[src/rtl/nstime_pkg.sv]
package nstime_pkg;

  localparam int ADDR_W = 3;

  localparam logic [ADDR_W-1:0] A_CTRL    = 3'd0;
  localparam logic [ADDR_W-1:0] A_STEP    = 3'd1;
  localparam logic [ADDR_W-1:0] A_LOAD_LO = 3'd2;
  localparam logic [ADDR_W-1:0] A_LOAD_HI = 3'd3;
  localparam logic [ADDR_W-1:0] A_LOAD_GO = 3'd4;
  localparam logic [ADDR_W-1:0] A_PUSH    = 3'd5;
  localparam logic [ADDR_W-1:0] A_TRIM_LO = 3'd6;
  localparam logic [ADDR_W-1:0] A_TRIM_HI = 3'd7;

  localparam int BIT_EN   = 0;
  localparam int BIT_WIDE = 5;
  localparam int BIT_DIR  = 7;

  localparam logic [3:0] EVT_SW_PUSH = 4'd0;

  // Increment for one cycle: step+1, plus or minus one on a correction cycle.
  function automatic logic [3:0] step_incr(input logic [2:0] step,
                                           input logic corr,
                                           input logic neg);
    logic [3:0] base;
    base = {1'b0, step} + 4'd1;
    if (corr && !neg) return base + 4'd1;
    if (corr && neg)  return base - 4'd1;
    return base;
  endfunction

  // Narrow mode keeps only the low word.
  function automatic logic [63:0] fit_width(input logic [63:0] v,
                                            input logic wide);
    return wide ? v : {32'd0, v[31:0]};
  endfunction

endpackage

[src/rtl/nstime_regs.sv]
module nstime_regs
  import nstime_pkg::*;
#(
  parameter int WORD_W = 32,
  parameter int STEP_W = 3,
  parameter int TRIM_W = 42,
  localparam int TIME_W = 2 * WORD_W,
  localparam int TRIM_HI_W = TRIM_W - WORD_W
) (
  input  logic              clk,
  input  logic              rst_n,
  input  logic              wr_en,
  input  logic [ADDR_W-1:0] wr_addr,
  input  logic [WORD_W-1:0] wr_data,
  output logic              cnt_en,
  output logic              wide_q,
  output logic              neg_q,
  output logic [STEP_W-1:0] step_q,
  output logic [TIME_W-1:0] load_val,
  output logic [TRIM_W-1:0] interval_q,
  output logic              load_go,
  output logic              push_go,
  output logic              trim_restart
);

  logic [WORD_W-1:0]    stage_lo, stage_hi;
  logic [WORD_W-1:0]    trim_lo;
  logic [TRIM_HI_W-1:0] trim_hi;

  logic hit_ctrl, hit_tlo, hit_thi;

  assign hit_ctrl = wr_en && (wr_addr == A_CTRL);
  assign hit_tlo  = wr_en && (wr_addr == A_TRIM_LO);
  assign hit_thi  = wr_en && (wr_addr == A_TRIM_HI);

  assign load_go      = wr_en && (wr_addr == A_LOAD_GO) && wr_data[0];
  assign push_go      = wr_en && (wr_addr == A_PUSH) && wr_data[0];
  assign trim_restart = hit_ctrl || hit_tlo || hit_thi;

  assign load_val   = {stage_hi, stage_lo};
  assign interval_q = {trim_hi, trim_lo};

  always_ff @(posedge clk or negedge rst_n) begin
    if (!rst_n) begin
      cnt_en   <= 1'b0;
      wide_q   <= 1'b0;
      neg_q    <= 1'b0;
      step_q   <= '0;
      stage_lo <= '0;
      stage_hi <= '0;
      trim_lo  <= '0;
      trim_hi  <= '0;
    end else if (wr_en) begin
      unique case (wr_addr)
        A_CTRL: begin
          cnt_en <= wr_data[BIT_EN];
          wide_q <= wr_data[BIT_WIDE];
          neg_q  <= wr_data[BIT_DIR];
        end
        A_STEP:    step_q   <= wr_data[STEP_W-1:0];
        A_LOAD_LO: stage_lo <= wr_data;
        A_LOAD_HI: stage_hi <= wr_data;
        A_TRIM_LO: trim_lo  <= wr_data;
        A_TRIM_HI: trim_hi  <= wr_data[TRIM_HI_W-1:0];
        default: ;
      endcase
    end
  end

endmodule

[src/rtl/nstime_trim.sv]
module nstime_trim #(
  parameter int TRIM_W = 42
) (
  input  logic              clk,
  input  logic              rst_n,
  input  logic              cnt_en,
  input  logic              restart,
  input  logic [TRIM_W-1:0] interval,
  output logic              corr_fire
);

  logic [TRIM_W-1:0] gap_cnt;
  logic              trim_on;

  assign trim_on   = cnt_en && (interval != '0);
  assign corr_fire = trim_on && (gap_cnt == interval - TRIM_W'(1));

  always_ff @(posedge clk or negedge rst_n) begin
    if (!rst_n)       gap_cnt <= '0;
    else if (restart) gap_cnt <= '0;
    else if (trim_on) gap_cnt <= corr_fire ? '0 : gap_cnt + TRIM_W'(1);
  end

endmodule

[src/rtl/nstime_count.sv]
module nstime_count
  import nstime_pkg::*;
#(
  parameter int TIME_W = 64,
  parameter int STEP_W = 3,
  parameter int EVT_W  = 4
) (
  input  logic              clk,
  input  logic              rst_n,
  input  logic              cnt_en,
  input  logic              wide_q,
  input  logic              neg_q,
  input  logic [STEP_W-1:0] step_q,
  input  logic              corr_fire,
  input  logic              load_go,
  input  logic [TIME_W-1:0] load_val,
  input  logic              push_go,
  output logic [TIME_W-1:0] time_q,
  output logic              evt_valid,
  output logic [EVT_W-1:0]  evt_type,
  output logic [TIME_W-1:0] evt_time
);

  logic [TIME_W-1:0] raw_next;
  logic [3:0]        incr;

  assign incr = step_incr(step_q, corr_fire, neg_q);

  always_comb begin
    if (load_go)     raw_next = load_val;
    else if (cnt_en) raw_next = time_q + TIME_W'(incr);
    else             raw_next = time_q;
  end

  always_ff @(posedge clk or negedge rst_n) begin
    if (!rst_n) begin
      time_q    <= '0;
      evt_valid <= 1'b0;
      evt_type  <= '0;
      evt_time  <= '0;
    end else begin
      time_q    <= fit_width(raw_next, wide_q);
      evt_valid <= push_go;
      if (push_go) begin
        evt_type <= EVT_W'(EVT_SW_PUSH);
        evt_time <= time_q;
      end
    end
  end

endmodule

[src/rtl/nstime_core.sv]
module nstime_core
  import nstime_pkg::*;
#(
  parameter int WORD_W = 32,
  parameter int STEP_W = 3,
  parameter int TRIM_W = 42,
  parameter int EVT_W  = 4,
  localparam int TIME_W = 2 * WORD_W
) (
  input  logic              clk,
  input  logic              rst_n,
  input  logic              wr_en,
  input  logic [ADDR_W-1:0] wr_addr,
  input  logic [WORD_W-1:0] wr_data,
  output logic [TIME_W-1:0] time_ns,
  output logic              evt_valid,
  output logic [EVT_W-1:0]  evt_type,
  output logic [TIME_W-1:0] evt_time
);

  logic              cnt_en, wide_q, neg_q;
  logic [STEP_W-1:0] step_q;
  logic [TIME_W-1:0] load_val;
  logic [TRIM_W-1:0] interval_q;
  logic              load_go, push_go, trim_restart, corr_fire;

  nstime_regs #(.WORD_W(WORD_W), .STEP_W(STEP_W), .TRIM_W(TRIM_W)) u_regs (
    .clk(clk), .rst_n(rst_n), .wr_en(wr_en), .wr_addr(wr_addr),
    .wr_data(wr_data), .cnt_en(cnt_en), .wide_q(wide_q), .neg_q(neg_q),
    .step_q(step_q), .load_val(load_val), .interval_q(interval_q),
    .load_go(load_go), .push_go(push_go), .trim_restart(trim_restart)
  );

  nstime_trim #(.TRIM_W(TRIM_W)) u_trim (
    .clk(clk), .rst_n(rst_n), .cnt_en(cnt_en), .restart(trim_restart),
    .interval(interval_q), .corr_fire(corr_fire)
  );

  nstime_count #(.TIME_W(TIME_W), .STEP_W(STEP_W), .EVT_W(EVT_W)) u_count (
    .clk(clk), .rst_n(rst_n), .cnt_en(cnt_en), .wide_q(wide_q),
    .neg_q(neg_q), .step_q(step_q), .corr_fire(corr_fire),
    .load_go(load_go), .load_val(load_val), .push_go(push_go),
    .time_q(time_ns), .evt_valid(evt_valid), .evt_type(evt_type),
    .evt_time(evt_time)
  );

endmodule

[config.mk]
export PLATFORM = sky130hd
export DESIGN_NAME = nstime_core
export DESIGN_NICKNAME = d
export VERILOG_FILES = /design/src/rtl/nstime_pkg.sv /design/src/rtl/nstime_regs.sv /design/src/rtl/nstime_trim.sv /design/src/rtl/nstime_count.sv /design/src/rtl/nstime_core.sv
export SDC_FILE = /design/constraint.sdc
export NUM_CORES = 1
export LEC_CHECK = 0
export ABC_AREA = 1
export BUFFER_PORTS_ARGS = -buffer_cell sky130_fd_sc_hd__buf_2
export CAP_MARGIN = 10
export CORE_MARGIN = 10
export CORE_UTILIZATION = 45
export DETAILED_ROUTE_END_ITERATION = 10
export HOLD_SLACK_MARGIN = 0.1
export SYNTH_ARGS = -nofsm -noshare
export SYNTH_HDL_FRONTEND = slang
export SYNTH_SLANG_ARGS = --single-unit
[constraint.sdc]
create_clock -name clk -period 6 [get_ports clk]
set_clock_uncertainty 0.05 [all_clocks]
set_input_delay 0.3 -clock clk [delete_from_list [all_inputs] [get_ports clk]]
set_output_delay 0.3 -clock clk [all_outputs]
set_load 0.01 [all_outputs]
==> flow_summary.toml <==
[outcome]
status = "finished clean"

[die]
die_x_um = 207.9
core_um2 = 34710
start_util_pct = 45.78
core.rowCount = 68
die_area_um2 = 43230
die_y_um = 207.9
io_pins = 171

[synthesis]
yosys_warnings = 0
synth.most_common_cell = "nand2_1"
syn-instance-count = 2101
synth_commonest_cells = "nand2_1 (522), dfrtp_1 (283), inv_1 (239), nor2_1 (231), o21ai_0 (228)"
synth_async_sr_flop_share_pct = 100.0
syn_area_um2 = 15890
yosysSeqAreaShare_pct = 44.56
synth-edff-count = 0
synth_flop_cell = "dfrtp_1"
synth_top_area_share_pct = 44.56
avgSynthCellArea_um2 = 7.564
synthTopCellsByArea = "dfrtp_1 (45%), nand2_1 (12%), o21ai_0 (7.2%), inv_1 (5.6%), xor2_1 (5.6%)"
yosysUniqueCellTypes = 45
ys_seq_elements = 283
synth_top_cell_by_area = "dfrtp_1"

[power]
seq_power_share_pct = 42.0
power.internal_w = 0.003945
p_clk_share_pct = 31.8
leakagePower_nw = 8.627
p_per_area_nw_per_um2 = 334.7
netSwitchingFraction_pct = 36.47
irDropWorstVdd_mv = 0.2645
switchingPower_w = 0.002264
p_comb_share_pct = 26.2

[worst_setup_path]
cp.arrival_ns = 6.07
cp.required_ns = 6.47
timing.critical_path.mode_cell = "nand2_1"
critPathMaxFanout = 8
startpoint_type = "flop"
crit_path_end_kind = "flop"
crit_path_top_delay_cell = "fa_1"
slowest_delay_ns = 0.44
criticalPathCategory = "reg -> reg"

[layout]
nets = 2330
fillCellCount = 3461
num_antenna_cells = 0
fin_util_pct = 53.43
syn_to_final_growth_pct = 16.71
drive_gt1_share_pct = 12.45
final_cell_area_um2 = 18550

[clock_network]
insertion_delay_ns = 0.59
root_buffer = "clkbuf_16"
path_clk_slew_ns = 0.07
cts_inserted_buffers = 31
cts.sinks = 283
cts_tree = "built"
cts_buffer_depth = 3
htree_levels = 1

[drt]
dr.pass1.iters = 7
avgViaCountPerCell = 5.438
initialDrtViolationCount = 1209
ant_nets = 0
dr_total_vias = 15010
routed_wl_mm = 58.88
drc = 0
wire_per_inst_um = 21.32

[min_path]
hold_path_class = "in -> reg"

[place]
placed_area_um2 = 17150
gp_congestion = 1.001
dp_hpwl_mm = 45.66
place_ws_ns = 0.2707
portBuffers = 166

[timing]
fin_crit_ns = 5.600
hold_viol = 0
maxSlewViolCount = 0
fmax_mhz = 178.6
finalCritPeriodShare_pct = 93.33
setup_viol = 0
postLayoutSetupSlackWorst_ns = 0.4000
tns_ns = 0
slew_headroom_pct = 27.64
rsz0062_at_grt = "false"
worst_slew_pin_slew_ns = 1.085

[global_route]
grt_max_degree = 107
antenna_found_initial = 0
overflow = 0
grt_pass1_vias = 14860
grt_pass1_wl_mm = 90.80
grtUsageMet2_pct = 45.13
met3_usage_pct = 3.115
busiest_layer = "met2"
use_met1_pct = 34.22
gr-usage-all-layers_pct = 26.45

[job]
maxCapViolCount = 0
logic make-up after synthesis:
group | share of synthesized area (%)
AO/OA/AOI/OAI | 12.05
XOR/XNOR | 6.881
adder cells (fa/ha/maj) | 0.8345
buffers and inverters | 7.684
flip-flops | 44.56
other | 0.02360
AND/OR/NAND/NOR | 27.97
flip-flops by register name (all words and copies together), names as in the netlist:
signal             count
u_regs.step_q          3
u_count.evt_valid      1
u_count.evt_time      64
u_regs.neg_q           1
u_regs.stage_lo       32
u_regs.trim_hi        10
u_regs.wide_q          1
u_trim.gap_cnt        42
u_regs.cnt_en          1
u_count.time_q        64
u_regs.trim_lo        32
u_regs.stage_hi       32
routing by layer:
layer | part of all wire (%) | vias to the layer above
met4 | 3.6 | 0
met5 | 0 | -
met1 | 43 | 7223
met3 | 4.8 | 111
li1 | - | 7191
met2 | 49 | 489
power by group through the flow:
stage	Clock [W]	Sequential [W]	Combinational [W]
final	0.00197	0.00261	0.00163
after global routing	0.00207	0.00265	0.00182
after CTS	0.00200	0.00260	0.00164
after detailed placement	0	0.00263	0.00161
after global placement	0	0.00262	0.00160
after floorplan	0	0.00260	0.000927
path summary, 6_finish.rpt:
check | start | endpoint | slack [ns] | cells past startpoint
worst max-delay path | u_regs.trim_lo[0]$_DFFE_PN0P_ | u_count.time_q[58]$_DFFE_PN0P_ | 0.40 | 29
worst min-delay path | wr_data[0] | u_regs.cnt_en$_DFFE_PN0P_ | 0.11 | 3
worst max register to register | u_regs.trim_lo[0]$_DFFE_PN0P_ | u_count.time_q[58]$_DFFE_PN0P_ | 0.40 | 29
worst min register to register | u_count.evt_time[0]$_DFFE_PN0P_ | u_count.evt_time[0]$_DFFE_PN0P_ | 0.43 | 2
max in group asynchronous | rst_n | u_count.evt_time[15]$_DFFE_PN0P_ | 4.07 | 3
min in group asynchronous | rst_n | u_count.evt_time[17]$_DFFE_PN0P_ | 0.26 | 2
cells in the final DEF, fill, tap and decap left out, drive strengths merged:
master / count
nand2: 531
dfrtp: 283
nor2: 250
inv: 249
o21ai: 244
buf: 180
xor2: 103
nand3: 89
nor3: 69
clkbuf: 44
nand4: 41
o22ai: 38
dlygate4sd3: 32
o211ai: 26
xnor2: 21
a21oi: 18
nor4: 18
o221ai: 11
nand3b: 10
ha: 9
clkinv: 9
or2: 7
o21bai: 5
conb: 4
and2: 3
o2111ai: 3
bufinv: 3
clkinvlp: 2
and3: 1
a31oi: 1
or4: 1
fa: 1
timing repair:
action / CTS / global route
hold buffers: 32 / 0
hold endpoints to repair: 184 / 0
setup buffers: 0 / 0
gates resized for setup: 0 / 5
setup endpoints to repair: 0 / 5
metrics by stage:
stage	cells	power, W	hold WS, ns
finish	2761	0.006209	0.1055
global route	2761	0.006544	0.1378
CTS	2760	0.006237	0.1114
detailed placement	2671	0.004242	0.3459
global placement	2671	0.004224	0.3490
floorplan	2104	0.003522	-0.04559
worst max-delay path, delay by kind of cell, from the launching register on:
| kind | cells | cell delay [ns] |
|---|---|---|
| and+or+nand+nor | 17 | 2.82 |
| adders and majority gates | 3 | 0.92 |
| xor gates and xnor gates | 3 | 0.65 |
| DFF | 1 | 0.40 |
| buffers and inverters | 4 | 0.34 |
| AOI/OAI and AO/OA | 2 | 0.32 |
area by class of cell:
cell class,count,area (um2),share of cell area [%]
multi-input cells,1504,7649,41.24
clock buffers,44,874.6,4.715
clock inverters,13,156.4,0.8432
flip-flops and latches,283,7082,38.18
well taps,455,569.3,3.069
repair buffers,212,1279,6.894
inverters,250,938.4,5.059
Note: power is estimated with default switching activity, not from simulation.
